===== src/rtl/dir_home.sv =====
module dir_home #(
  parameter int NCACHE = 4,
  parameter int NLINES = 8,
  parameter int DW     = 8
) (
  input  logic                      clk,
  input  logic                      rst_n,
  input  logic                      req_valid,
  output logic                      req_ready,
  input  logic [1:0]                req_kind,
  input  logic [$clog2(NCACHE)-1:0] req_src,
  input  logic [$clog2(NLINES)-1:0] req_line,
  output logic                      msg_valid,
  output logic [2:0]                msg_kind,
  output logic [$clog2(NCACHE)-1:0] msg_dst,
  output logic [$clog2(NLINES)-1:0] msg_line,
  output logic [DW-1:0]             msg_data,
  input  logic                      ack_valid,
  input  logic                      ack_kind,
  input  logic [$clog2(NCACHE)-1:0] ack_src,
  input  logic [$clog2(NLINES)-1:0] ack_line,
  input  logic [DW-1:0]             ack_data,
  output logic                      mem_wr_valid,
  output logic [$clog2(NLINES)-1:0] mem_wr_line,
  output logic [DW-1:0]             mem_wr_data
);
  localparam int CW = $clog2(NCACHE);
  localparam int LW = $clog2(NLINES);

  localparam logic [1:0] ST_U = 2'd0, ST_S = 2'd1, ST_M = 2'd2;
  localparam logic [1:0] RQ_RD = 2'd0, RQ_UP = 2'd2;
  localparam logic [2:0] M_GS = 3'd0, M_GM = 3'd1, M_PERM = 3'd2,
                         M_INV = 3'd3, M_FRD = 3'd4, M_FWR = 3'd5;

  typedef enum logic [1:0] {F_IDLE, F_INV, F_ACK, F_DATA} fsm_t;

  logic [1:0]        st_q  [NLINES];
  logic [NCACHE-1:0] vec_q [NLINES];
  logic [DW-1:0]     mem_q [NLINES];

  fsm_t              fsm;
  logic [LW-1:0]     t_line;
  logic [CW-1:0]     t_src, t_own;
  logic [1:0]        t_kind;
  logic [NCACHE-1:0] t_pend;
  logic [CW:0]       t_cnt;

  function automatic logic [CW-1:0] low_idx(input logic [NCACHE-1:0] v);
    low_idx = '0;
    for (int i = NCACHE - 1; i >= 0; i--)
      if (v[i]) low_idx = CW'(i);
  endfunction

  localparam logic [NCACHE-1:0] ONE = NCACHE'(1);

  logic [1:0]        e_st;
  logic [NCACHE-1:0] e_vec, r_bit, others, t_bit, t_vec, pend_rest;
  logic              accept, self_own, ack_hit, data_hit, keep_perm;

  assign req_ready = (fsm == F_IDLE);
  assign accept    = req_valid && req_ready;
  assign e_st      = st_q[req_line];
  assign e_vec     = vec_q[req_line];
  assign r_bit     = ONE << req_src;
  assign others    = e_vec & ~r_bit;
  assign self_own  = (e_st == ST_M) && (e_vec == r_bit);
  assign t_bit     = ONE << t_src;
  assign t_vec     = vec_q[t_line];
  assign keep_perm = (t_kind == RQ_UP) && t_vec[t_src];
  assign pend_rest = t_pend & (t_pend - ONE);
  assign ack_hit   = ack_valid && !ack_kind && (ack_line == t_line) &&
                     (fsm == F_INV || fsm == F_ACK) && (t_cnt != '0);
  assign data_hit  = ack_valid && ack_kind && (ack_line == t_line) &&
                     (ack_src == t_own) && (fsm == F_DATA);

  always_ff @(posedge clk) begin
    if (!rst_n) begin
      fsm          <= F_IDLE;
      t_line       <= '0;
      t_src        <= '0;
      t_own        <= '0;
      t_kind       <= '0;
      t_pend       <= '0;
      t_cnt        <= '0;
      msg_valid    <= 1'b0;
      msg_kind     <= '0;
      msg_dst      <= '0;
      msg_line     <= '0;
      msg_data     <= '0;
      mem_wr_valid <= 1'b0;
      mem_wr_line  <= '0;
      mem_wr_data  <= '0;
      for (int i = 0; i < NLINES; i++) begin
        st_q[i]  <= ST_U;
        vec_q[i] <= '0;
        mem_q[i] <= DW'(i * 29 + 3);
      end
    end else begin
      msg_valid    <= 1'b0;
      mem_wr_valid <= 1'b0;
      if (ack_hit) t_cnt <= t_cnt - 1'b1;
      case (fsm)
        F_IDLE: if (accept) begin
          t_line <= req_line;
          t_src  <= req_src;
          t_kind <= req_kind;
          if (self_own) begin
            msg_valid <= 1'b1;
            msg_kind  <= M_PERM;
            msg_dst   <= req_src;
            msg_line  <= req_line;
            msg_data  <= '0;
          end else if (e_st == ST_M) begin
            t_own     <= low_idx(e_vec);
            msg_valid <= 1'b1;
            msg_kind  <= (req_kind == RQ_RD) ? M_FRD : M_FWR;
            msg_dst   <= low_idx(e_vec);
            msg_line  <= req_line;
            msg_data  <= '0;
            fsm       <= F_DATA;
          end else if (req_kind == RQ_RD) begin
            msg_valid       <= 1'b1;
            msg_kind        <= M_GS;
            msg_dst         <= req_src;
            msg_line        <= req_line;
            msg_data        <= mem_q[req_line];
            st_q[req_line]  <= ST_S;
            vec_q[req_line] <= e_vec | r_bit;
          end else if (others == '0) begin
            msg_valid       <= 1'b1;
            msg_kind        <= (req_kind == RQ_UP && e_vec[req_src]) ? M_PERM : M_GM;
            msg_dst         <= req_src;
            msg_line        <= req_line;
            msg_data        <= mem_q[req_line];
            st_q[req_line]  <= ST_M;
            vec_q[req_line] <= r_bit;
          end else begin
            t_pend <= others;
            t_cnt  <= (CW+1)'($countones(others));
            fsm    <= F_INV;
          end
        end
        F_INV: begin
          msg_valid <= 1'b1;
          msg_kind  <= M_INV;
          msg_dst   <= low_idx(t_pend);
          msg_line  <= t_line;
          msg_data  <= '0;
          t_pend    <= pend_rest;
          if (pend_rest == '0) fsm <= F_ACK;
        end
        F_ACK: if (t_cnt == '0) begin
          msg_valid     <= 1'b1;
          msg_kind      <= keep_perm ? M_PERM : M_GM;
          msg_dst       <= t_src;
          msg_line      <= t_line;
          msg_data      <= mem_q[t_line];
          st_q[t_line]  <= ST_M;
          vec_q[t_line] <= t_bit;
          fsm           <= F_IDLE;
        end
        F_DATA: if (data_hit) begin
          msg_valid <= 1'b1;
          msg_dst   <= t_src;
          msg_line  <= t_line;
          msg_data  <= ack_data;
          if (t_kind == RQ_RD) begin
            msg_kind      <= M_GS;
            mem_q[t_line] <= ack_data;
            mem_wr_valid  <= 1'b1;
            mem_wr_line   <= t_line;
            mem_wr_data   <= ack_data;
            st_q[t_line]  <= ST_S;
            vec_q[t_line] <= t_bit | (ONE << t_own);
          end else begin
            msg_kind      <= M_GM;
            st_q[t_line]  <= ST_M;
            vec_q[t_line] <= t_bit;
          end
          fsm <= F_IDLE;
        end
        default: fsm <= F_IDLE;
      endcase
    end
  end

  p_inv_to_holder_r4: assert property (@(posedge clk) disable iff (!rst_n)
    msg_valid && msg_kind == M_INV |-> vec_q[msg_line][msg_dst] && msg_dst != t_src);

  p_fwd_to_owner_r6: assert property (@(posedge clk) disable iff (!rst_n)
    msg_valid && (msg_kind == M_FRD || msg_kind == M_FWR) |->
      st_q[msg_line] == ST_M && vec_q[msg_line] == (ONE << msg_dst));

  p_owner_single_r3: assert property (@(posedge clk) disable iff (!rst_n)
    msg_valid && msg_kind == M_GM |->
      st_q[msg_line] == ST_M && vec_q[msg_line] == (ONE << msg_dst));

  p_wb_with_share_r7: assert property (@(posedge clk) disable iff (!rst_n)
    mem_wr_valid |-> msg_valid && msg_kind == M_GS &&
      msg_line == mem_wr_line && msg_data == mem_wr_data);

  p_grant_after_acks_r8: assert property (@(posedge clk) disable iff (!rst_n)
    fsm == F_ACK && t_cnt != '0 |=>
      !(msg_valid && (msg_kind == M_PERM || msg_kind == M_GM)));
endmodule


===== config.mk =====
export PLATFORM = sky130hd
export DESIGN_NAME = dir_home
export DESIGN_NICKNAME = d
export VERILOG_FILES = /design/src/rtl/dir_home.sv
export SDC_FILE = /design/constraint.sdc
export NUM_CORES = 1
export LEC_CHECK = 0
export CORE_ASPECT_RATIO = 0.7
export CORE_UTILIZATION = 38
export DETAILED_ROUTE_END_ITERATION = 7
export PLACE_DENSITY = 0.68
export REMOVE_ABC_BUFFERS = 1
export SYNTH_ARGS = -nofsm -noshare
export SYNTH_HDL_FRONTEND = slang
export SYNTH_SLANG_ARGS = --single-unit

===== constraint.sdc =====
create_clock -name clk -period 4.05 [get_ports clk]
set_input_delay 0.81 -clock clk [delete_from_list [all_inputs] [get_ports clk]]
set_output_delay 0.81 -clock clk [all_outputs]
set_load 0.02 [all_outputs]

==> impl_results.md <==
* Placed wire-length estimate at 19.6 mm
* Worst VDD drop at 0.000296 V
* Pins Over Slew Limit at 0
* Reg2reg path depth at 14
* Row count at 46
* Kind of critical path: primary input to register
* Worst skew pair latency at 0.44 ns
* Filler cell count at 2,074
* CTS tree: built
* Pre-CTS setup slack at -0.353 ns
* Post-Synthesis Cells at 766
* Height of the die at 130 um
* Avg WL per Cell at 22.3 um
* Ys Warns at 0
* Worst-path clk slew at 0.07 ns
* Routed vias at 6,869
* Overall Global Routing Usage at 23.3%
* Hold path cells at 1
* Final Hold Viols at 0
* Final instance area at 0.0108 mm2
* WP data arrival at 3.84 ns
* Max Clock Freq at 0.269 GHz
* Core area at 0.0228 mm2
* Seq/Total Area, Yosys at 48.9%
* Share of cells above drive strength 1 at 22.6%
* Ys flop type: edfxtp_1
* CP cell instances: clkdlybuf4s50_1 > buf_12 > mux4_2 > mux2i_1 > inv_1 > ha_1 > inv_1 > ha_1 > nor3b_2 > nor2b_1 > a21oi_1 > a21oi_1 > buf_4 > nand3b_2 > o32a_1 > nand2_1
* Final nets at 906
* Yosys reg bits at 162
* Initial antenna violation count at 0
* Worst Path Required at 4.18 ns
* P_leak at 3.73 nW
* Critical path's slowest cell: clkdlybuf4s50_1
* Most common library cell in the layout ignoring fill and taps: edfxtp_1
* Initial drt markers at 912
* Slew at the pin closest to its max-slew limit at 0.823 ns
* Cell variety after synth at 78
* Die W at 185 um
* Vias in the first global route at 6,451
* Drt total wl at 26.5 mm
* Tcrit/Tclk final at 91.6%
* Rel. slew slack at 45.1%
* Final worst slack at 0.339 ns
* CP bufs+invs at 5
* Crit-path leading delay family: buffers and inverters
* Worst setup EP type: register
* Commonest cells after routing, fill and taps aside: edfxtp_1 (112), nor2_1 (95), buf_4 (68)
* R2R Path End: vec_q[6][1]
* N_diodes at 0
* Post-DRT Antenna Nets at 0
* Outcome: completed
* Number of synthesized flops with an enable pin at 112
* HP Class: register to register
* Placer Congestion at 0.949
* Global route overflow at 0
* H-tree depth at 4
* Clock buffer count from CTS at 17
* Die Area at 0.0241 mm2
* Root buf cell: clkbuf_16
* Clock sinks at 162
* WP depth at 16
* Drt pass-1 iters at 6
* RSZ-0062 raised after global routing: false
* Avg Vias per Cell at 5.78
* Ports at 55
* Crit path largest cell delay at 0.51 ns
* Worst Setup SP: req_line[2]
* Hold_buf cts at 0
* Layout area overhead at 21.5%
* DRC at 0
* Initial Util at 39.0%
* Critical R2R Launch: vec_q[7][1]
* Largest net degree at the start of global routing at 42
* Avg Cell Area, Syn at 11.6 um2
* Crit path to: vec_q[6][1]
* Clock skew at 0.00944 ns
* Critical Path Fanout Max at 10
* DP Area at 0.0102 mm2
* Pwr dens at 481 mW/mm2
* Clock Path Buffers at 2
* Worst reg2reg setup slack at 0.72 ns
* Fin crit period at 3.71 ns
* Crit path launch type: primary input
* # setup viols final at 0
* Synth Cell Area at 0.00892 mm2
* Async set or reset register ratio after synthesis at 0%
* Max Cap Violations at 0
* First-pass GRT wire length at 40.6 mm
* IO Port Bufs at 54
layer usage:
layer | wire length, um | global-route usage (%) | share of wire, % | vias up
li1 | - | - | - | 3082
met3 | 3540 | 7.01 | 13 | 21
met5 | 0 | 0 | 0 | -
met2 | 10200 | 30.4 | 38 | 432
met1 | 12600 | 36.9 | 47 | 3334
met4 | 228 | 5.20 | 0.86 | 0
power by group:
part           switching, mW  leakage (nW)  internal, mW  total (mW)
combinational          0.874          1.98         0.660        1.53
clock                  0.723         0.293         0.927        1.65
sequential             0.125          1.46          1.91        2.03
total                   1.72          3.73          3.49        5.22
sequential cells by signal (all words and copies together), names as in the netlist, named ones only:
register      flops
fsm               2
mem_q            64
mem_wr_data       8
mem_wr_line       3
mem_wr_valid      1
msg_data          8
msg_dst           2
msg_kind          3
msg_line          3
msg_valid         1
st_q             16
t_cnt             3
t_kind            2
t_line            3
t_own             2
t_pend            4
t_src             2
vec_q            32
repair_timing:
item                                    in CTS  in global routing
buffers inserted                             0                  0
gates resized for setup                      0                  2
endpoints found under the setup margin       0                 96
cell type report:
type                       count  area (um2)  area share (%)
clock buffer                  17         425            3.93
clock inverter                15         170            1.57
inverter                      26        97.6           0.900
multi-input combinational    529        4240            39.1
sequential                   162        4360            40.3
tap                          312         390            3.60
timing repair buffer         127        1150            10.6
cell families (layout without fill, tap and decap cells):
| family | after synthesis | in the layout | share of synthesized area, % |
|---|---|---|---|
| simple gates | 283 | 283 | 16.2 |
| flops | 162 | 162 | 48.9 |
| xor+xnor | 7 | 7 | 0.772 |
| compound gates | 139 | 139 | 12.2 |
| mux | 82 | 82 | 15.8 |
| buf+inv | 75 | 185 | 3.58 |
| fa+ha+maj | 18 | 18 | 2.61 |
how the worst min path moves through the flow:
stage / startpoint / endpoint / slack (ns)
2_1_floorplan: t_kind[1] / t_kind[1] / 0.45
3_3_place_gp: msg_kind[1] / msg_kind[1] / 0.45
3_5_place_dp: msg_kind[1] / msg_kind[1] / 0.46
4_1_cts: msg_kind[1] / msg_kind[1] / 0.47
5_1_grt: msg_kind[1] / msg_kind[1] / 0.50
6_report: msg_kind[1] / msg_kind[1] / 0.48
worst reg2reg max path, cell delays in order, from the launching register on:
cell and delay, ns:
edfxtp_1 0.44, mux4_2 0.50, mux2i_1 0.23, inv_1 0.08, ha_1 0.20, inv_1 0.08
ha_1 0.14, nor3b_2 0.21, nor2b_1 0.21, a21oi_1 0.07, a21oi_1 0.13, buf_4 0.14
nand3b_2 0.14, o32a_1 0.23, nand2_1 0.22
per-stage QoR:
step           setup TNS, ns  cells  total power [mW]  hold WS (ns)  utilization, %
2_1_floorplan              0    717              2.90         0.448               -
4_1_cts                    0   1188              5.21         0.474            47.4
6_report                   0   1188              5.22         0.476            47.4
3_5_place_dp          -26.16   1156              3.57         0.456            44.8
3_3_place_gp          -15.95   1156              3.55         0.455            44.8
5_1_grt                    0   1188              5.43         0.496            47.4
cells in the mapped netlist, types with 4 or more instances:
master,count,share of area (%)
ha_1,17,2.4
and2_1,30,2.1
a211oi_1,17,1.4
mux2i_1,19,2.1
mux2_2,17,2.1
clkbuf_1,29,1.2
buf_2,15,0.84
a22oi_1,8,0.67
mux4_2,45,11
nor3_1,15,0.84
o21ai_2,4,0.39
nand2b_1,19,1.3
nor2b_1,18,1.3
a21o_1,4,0.34
edfxtp_1,112,38
inv_1,25,1.1
a31oi_1,11,0.77
dfxtp_1,50,11
xnor2_1,5,0.49
nand3_1,10,0.56
nor2_1,95,4.0
o21ai_0,10,0.56
nand2_1,53,2.2
o211ai_1,7,0.59
a21oi_1,29,1.6
a2111oi_0,4,0.39
or2_1,6,0.42
or3_1,10,0.70
(Power assumes the default switching activity.)
